<file path="config.mk">
export PLATFORM = sky130hd
export DESIGN_NAME = sirq_agent
export DESIGN_NICKNAME = d
export VERILOG_FILES = /design/src/rtl/sirq_agent_pkg.sv /design/src/rtl/sirq_pulse_class.sv /design/src/rtl/sirq_src_match.sv /design/src/rtl/sirq_change_det.sv /design/src/rtl/sirq_agent.sv
export SDC_FILE = /design/constraint.sdc
export NUM_CORES = 1
export LEC_CHECK = 0
export BUFFER_PORTS_ARGS = -buffer_cell sky130_fd_sc_hd__buf_2
export CAP_MARGIN = 15
export CORE_UTILIZATION = 62
export CTS_BUF_LIST = sky130_fd_sc_hd__clkbuf_8
export DETAILED_ROUTE_END_ITERATION = 8
export PLACE_DENSITY = 0.95
export SLEW_MARGIN = 30
export SYNTH_ARGS = -nofsm -noshare
export SYNTH_HDL_FRONTEND = slang
export SYNTH_HIERARCHICAL = 1
export SYNTH_SLANG_ARGS = --single-unit
</file>
<file path="constraint.sdc">
create_clock -name clk -period 5.1 [get_ports clk]
set_clock_uncertainty 0.15 [all_clocks]
set_input_delay 0.255 -clock clk [delete_from_list [all_inputs] [get_ports clk]]
set_output_delay 0.255 -clock clk [all_outputs]
set_load 0.05 [all_outputs]
</file>
<file path="src/rtl/sirq_agent_pkg.sv">
package sirq_agent_pkg;

    typedef enum logic [1:0] {
        PH_SAMPLE = 2'd0,
        PH_RECOV  = 2'd1,
        PH_TURN   = 2'd2
    } phase_e;

    typedef enum logic {
        ST_IDLE   = 1'b0,
        ST_FRAMES = 1'b1
    } state_e;

    typedef enum logic [1:0] {
        PC_NONE  = 2'd0,
        PC_START = 2'd1,
        PC_QUIET = 2'd2,
        PC_CONT  = 2'd3
    } pulse_e;

endpackage

</file>
<file path="src/rtl/sirq_pulse_class.sv">
// Classifies a finished low run on the idle line by its width.
module sirq_pulse_class
    import sirq_agent_pkg::*;
#(
    parameter int RUN_W     = 4,
    parameter int START_MIN = 4,
    parameter int START_MAX = 8,
    parameter int QUIET_W   = 2,
    parameter int CONT_W    = 3
) (
    input  logic [RUN_W-1:0] low_run,
    output pulse_e           kind
);

    always_comb begin
        if (low_run >= RUN_W'(START_MIN) && low_run <= RUN_W'(START_MAX)) begin
            kind = PC_START;
        end else if (low_run == RUN_W'(QUIET_W)) begin
            kind = PC_QUIET;
        end else if (low_run == RUN_W'(CONT_W)) begin
            kind = PC_CONT;
        end else begin
            kind = PC_NONE;
        end
    end

endmodule

</file>
<file path="src/rtl/sirq_src_match.sv">
// Per-source decode of the frame map: which sources own a frame, which are assigned.
module sirq_src_match #(
    parameter int NUM_SRC    = 4,
    parameter int NUM_FRAMES = 17,
    parameter int FIDX_W     = 5
) (
    input  logic [NUM_SRC*FIDX_W-1:0] frame_map,
    input  logic [FIDX_W-1:0]         frame_idx,
    output logic [NUM_SRC-1:0]        hit,
    output logic [NUM_SRC-1:0]        assigned
);

    for (genvar s = 0; s < NUM_SRC; s++) begin : g_src
        logic [FIDX_W-1:0] slot;
        assign slot        = frame_map[s*FIDX_W +: FIDX_W];
        assign assigned[s] = (slot < FIDX_W'(NUM_FRAMES));
        assign hit[s]      = assigned[s] && (slot == frame_idx);
    end

endmodule

</file>
<file path="src/rtl/sirq_change_det.sv">
// Flags an assigned source whose level differs from what it last reported.
module sirq_change_det #(
    parameter int NUM_SRC = 4
) (
    input  logic [NUM_SRC-1:0] irq_in,
    input  logic [NUM_SRC-1:0] reported,
    input  logic [NUM_SRC-1:0] assigned,
    output logic               pending
);

    logic [NUM_SRC-1:0] diff;

    for (genvar s = 0; s < NUM_SRC; s++) begin : g_cmp
        assign diff[s] = assigned[s] && (irq_in[s] != reported[s]);
    end

    assign pending = |diff;

endmodule

</file>
<file path="src/rtl/sirq_agent.sv">
module sirq_agent
    import sirq_agent_pkg::*;
#(
    parameter int NUM_SRC    = 4,
    parameter int NUM_FRAMES = 17,
    parameter int START_MIN  = 4,
    parameter int START_MAX  = 8,
    parameter int QUIET_W    = 2,
    parameter int CONT_W     = 3,
    parameter int IDLE_MIN   = 2,
    localparam int FIDX_W    = $clog2(NUM_FRAMES + 1)
) (
    input  logic                      clk,
    input  logic                      rst_n,
    input  logic                      line_in,
    input  logic [NUM_SRC-1:0]        irq_in,
    input  logic [NUM_SRC*FIDX_W-1:0] frame_map,
    output logic                      drive_en,
    output logic                      drive_low
);

    localparam int RUN_SAT = START_MAX + 1;
    localparam int RUN_W   = $clog2(RUN_SAT + 1);
    localparam int HI_W    = $clog2(IDLE_MIN + 1);

    typedef struct packed {
        state_e             state;
        phase_e             phase;
        logic [FIDX_W-1:0]  fcnt;      // 0 = start frame, k+1 = data frame k
        logic [RUN_W-1:0]   low_run;
        logic [HI_W-1:0]    high_run;
        logic               quiet;
        logic [NUM_SRC-1:0] reported;
        logic               drv_en;
        logic               drv_low;
    } agent_s;

    agent_s st_d, st_q;

    pulse_e             pulse_kind;
    logic [NUM_SRC-1:0] src_hit;
    logic [NUM_SRC-1:0] src_assigned;
    logic               req_pending;
    logic [RUN_W-1:0]   low_inc;
    logic [HI_W-1:0]    high_inc;

    sirq_pulse_class #(
        .RUN_W    (RUN_W),
        .START_MIN(START_MIN),
        .START_MAX(START_MAX),
        .QUIET_W  (QUIET_W),
        .CONT_W   (CONT_W)
    ) i_pulse_class (
        .low_run(st_q.low_run),
        .kind   (pulse_kind)
    );

    // Index of the data frame whose sample phase opens on the next edge.
    sirq_src_match #(
        .NUM_SRC   (NUM_SRC),
        .NUM_FRAMES(NUM_FRAMES),
        .FIDX_W    (FIDX_W)
    ) i_src_match (
        .frame_map(frame_map),
        .frame_idx(st_q.fcnt),
        .hit      (src_hit),
        .assigned (src_assigned)
    );

    sirq_change_det #(
        .NUM_SRC(NUM_SRC)
    ) i_change_det (
        .irq_in  (irq_in),
        .reported(st_q.reported),
        .assigned(src_assigned),
        .pending (req_pending)
    );

    always_comb begin
        st_d         = st_q;
        st_d.drv_en  = 1'b0;
        st_d.drv_low = 1'b0;

        low_inc  = (st_q.low_run == RUN_W'(RUN_SAT)) ? st_q.low_run : st_q.low_run + RUN_W'(1);
        high_inc = (st_q.high_run == HI_W'(IDLE_MIN)) ? st_q.high_run : st_q.high_run + HI_W'(1);

        case (st_q.state)
            ST_IDLE: begin
                if (line_in) begin
                    st_d.low_run  = '0;
                    st_d.high_run = high_inc;
                    case (pulse_kind)
                        PC_START: begin
                            st_d.state    = ST_FRAMES;
                            st_d.phase    = PH_TURN;
                            st_d.fcnt     = '0;
                            st_d.high_run = '0;
                        end
                        PC_QUIET: st_d.quiet = 1'b1;
                        PC_CONT:  st_d.quiet = 1'b0;
                        default:  ;
                    endcase
                    if (st_d.state == ST_IDLE && st_d.quiet &&
                        st_d.high_run >= HI_W'(IDLE_MIN) && req_pending) begin
                        st_d.drv_en  = 1'b1;
                        st_d.drv_low = 1'b1;
                    end
                end else begin
                    st_d.low_run  = low_inc;
                    st_d.high_run = '0;
                end
            end
            ST_FRAMES: begin
                case (st_q.phase)
                    PH_TURN: begin
                        if (st_q.fcnt == FIDX_W'(NUM_FRAMES)) begin
                            st_d.state    = ST_IDLE;
                            st_d.low_run  = '0;
                            st_d.high_run = '0;
                        end else begin
                            st_d.phase    = PH_SAMPLE;
                            st_d.fcnt     = st_q.fcnt + FIDX_W'(1);
                            st_d.reported = (st_q.reported & ~src_hit) | (irq_in & src_hit);
                            st_d.drv_en   = |(src_hit & irq_in);
                            st_d.drv_low  = |(src_hit & irq_in);
                        end
                    end
                    PH_SAMPLE: begin
                        st_d.phase  = PH_RECOV;
                        st_d.drv_en = st_q.drv_low;
                    end
                    default: begin
                        st_d.phase = PH_TURN;
                    end
                endcase
            end
            default: st_d.state = ST_IDLE;
        endcase
    end

    always_ff @(posedge clk or negedge rst_n) begin
        if (!rst_n) begin
            st_q <= '{state: ST_IDLE, phase: PH_TURN, fcnt: '0, low_run: '0,
                      high_run: '0, quiet: 1'b0, reported: '0,
                      drv_en: 1'b0, drv_low: 1'b0};
        end else begin
            st_q <= st_d;
        end
    end

    assign drive_en  = st_q.drv_en;
    assign drive_low = st_q.drv_low;

    logic frames_active;
    logic turn_phase;
    logic quiet_now;
    assign frames_active = (st_q.state == ST_FRAMES);
    assign turn_phase    = frames_active && (st_q.phase == PH_TURN);
    assign quiet_now     = st_q.quiet;

endmodule

</file>
==> flow_summary.json <==
{
  "ant_nets": 0,
  "fmax_mhz": 450,
  "post-route-period-util_pct": 43.6,
  "fin_util_pct": 77.0,
  "wl_met2_mm": 1.77,
  "hold_violations": 0,
  "critPathRequiredTime_ps": 5110,
  "fillers": 153,
  "clock_latency_ps": 270,
  "first_pass_iters": 4,
  "yosysTopAreaCellShare_pct": 32.1,
  "syn-cell-area_um2": 1560,
  "grt_pass1_wl_mm": 5.76,
  "drv_cap": 0,
  "dp_cells": 196,
  "vdd_ir_drop_max_uv": 218,
  "io_buffers": 28,
  "first_iter_violations": 43,
  "synth_ff_type": "dfrtp_1",
  "synth_edf_count": 0,
  "cts.clk_slew.worst_paths_ps": 80,
  "synthArstFlopShare_pct": 100,
  "startpoint_type": "flip-flop",
  "crit_chain": "or3_1, a21oi_1, nor2b_1, nand2_1, a31o_2",
  "end_kind": "flip-flop",
  "cts_resized": 0,
  "power_density_nw_per_um2": 189,
  "cts.sinks": 21,
  "status": "completed",
  "die_h_um": 52.2,
  "yosys_warnings": 6,
  "criticalPathCategory": "reg2reg",
  "synthDistinctLibCells": 41,
  "synth_area_leader_cell": "dfrtp_1",
  "synth_area_per_cell_um2": 10.8,
  "yosys_register_bits": 21,
  "tightestPinTransition_ps": 562,
  "drcViolationCount": 0,
  "rows": 17,
  "grtUsageTotal_pct": 29.7,
  "num-nets-final": 206,
  "fin_cells": 201,
  "gp_congestion": 0.860,
  "cp.arrival_ps": 2230,
  "syn2layout_area_growth_pct": 13.3,
  "cts-root-buf": "clkbuf_8",
  "grt_setup_unrepaired": "no",
  "min_period_ps": 2220,
  "antenna_found_initial": 0,
  "whs_ps": 111,
  "start_util_pct": 67.9,
  "cts_max_path_buffers": 2,
  "p_leak_uw": 0.000797,
  "io_pins": 29,
  "fin_tns_setup_ps": 0,
  "viasPerCell": 6.22,
  "slew_viol_final": 0,
  "drive_gt1_share_pct": 31.2,
  "vias": 1250,
  "synth_cells": 144,
  "crit_slowest_cell": "dfrtp_1",
  "wl_met3_um": 154,
  "syn_nets": 176,
  "grt_pass1_vias": 1243,
  "cpPeakStageDelay_ps": 450,
  "synthTopCellsByCount": "dfrtp_1 (20), xnor2_1 (13), xor2_1 (13)",
  "met1Wirelength_mm": 1.47,
  "critPathMaxFanout": 8,
  "synth_most_common_cell": "dfrtp_1",
  "pre_cts_slack_ps": 2970,
  "dp_hpwl_mm": 2.52,
  "tritoncts": "done",
  "setup_viol": 0,
  "die_area_um2": 2720,
  "fin_ws_ps": 2880,
  "cts_max_level": 1,
  "diodes": 0,
  "hp-class": "in2reg",
  "cts_made_buffers": 3,
  "die_width_um": 52.2,
  "wire_per_inst_um": 17.2,
  "routed_wl_mm": 3.46,
  "synth_area_leaders": "dfrtp_1 (32%), xnor2_1 (7.3%), xor2_1 (7.3%)",
  "slew-limit-headroom_pct": 62.5,
  "dr.max_layer_used": "met4",
  "yosysSeqAreaShare_pct": 33.8,
  "grt_max_degree": 22,
  "overflow": 0,
  "core_um2": 2300
}
==> power breakdown <==
group / switching, uW / internal, uW / total [uW]
clock: 57.2 / 54.6 / 112
combinational: 28.3 / 22.8 / 51.0
sequential: 1.98 / 170 / 172
==> stage by stage <==
stage	instance area [um2]	total power, uW
after floorplan	1560	198
after global placement	1710	222
after detailed placement	1710	225
after CTS	1770	337
after global routing	1770	345
final	1770	334
==> layout by cell type (no fill, tap or decap), types with 4 or more instances in the layout <==
| cell type | Yosys | routed |
|---|---|---|
| buf_2 | 1 | 28 |
| nand4_2 | 4 | 4 |
| o41ai_4 | 4 | 4 |
| nor3_2 | 4 | 4 |
| nor2b_1 | 5 | 5 |
| a21oi_1 | 4 | 4 |
| xor2_1 | 13 | 13 |
| nand3_1 | 6 | 6 |
| ha_1 | 5 | 5 |
| xnor2_1 | 13 | 13 |
| o211ai_1 | 4 | 4 |
| mux2_2 | 4 | 4 |
| inv_1 | 6 | 6 |
| dfrtp_1 | 20 | 20 |
| nand2_1 | 10 | 10 |
==> worst paths after layout <==
check | slack [ps] | startpoint | cells past startpoint | to
worst max-delay path | 2880 | st_q[11]$_DFFE_PN0P_ | 5 | st_q[18]$_DFFE_PN0P_
worst min-delay path | 110 | irq_in[2] | 2 | flip-flop
worst max register to register | 2880 | st_q[11]$_DFFE_PN0P_ | 5 | st_q[18]$_DFFE_PN0P_
worst min register to register | 360 | st_q[8]$_DFFE_PN0P_ | 1 | st_q[8]$_DFFE_PN0P_
max in group asynchronous | 4140 | rst_n | 2 | st_q[19]$_DFFE_PN1P_
min in group asynchronous | 310 | rst_n | 2 | async pin
==> area by class of cell <==
class,instances,area (um2),share of cell area [%]
well taps,28,35.0,1.98
repair buffers,29,150,8.49
clock inverters,1,5.00,0.283
clock buffers,3,41.3,2.34
flip-flops and latches,21,527,29.8
inverters,6,22.5,1.27
multi-input cells,113,987,55.8
==> layer usage <==
| metal | up-vias | global-route usage [%] |
|---|---|---|
| met4 | 0 | 8.33 |
| met2 | 36 | 50.9 |
| li1 | 590 | - |
| met3 | 11 | 6.73 |
| met1 | 613 | 37.2 |
| met5 | - | 0 |
==> critical path, delay by kind of cell, from the launching register on <==
kind | cells | cell delay [ps]
AND/OR/NAND/NOR | 3 | 860
flip-flops | 1 | 450
AO/OA/AOI/OAI | 2 | 650
==> timing repair <==
action                                  in CTS  in global routing
endpoints found under the hold margin       20                  0
endpoints found under the setup margin       0                  0
hold buffers                                 1                  0
buffers inserted                             0                  0
==> cells by family (layout without fill, tap and decap cells) <==
kind of cell | Yosys count | in the layout | share of synthesized area (%)
buffers and inverters | 10 | 39 | 2.97
muxes | 7 | 7 | 4.81
AOI/OAI and AO/OA | 31 | 31 | 20.3
DFF | 21 | 21 | 33.8
adders and majority gates | 5 | 5 | 4.01
xor gates and xnor gates | 26 | 26 | 14.6
and+or+nand+nor | 44 | 44 | 19.6
Power figures use the tool's default switching activity.
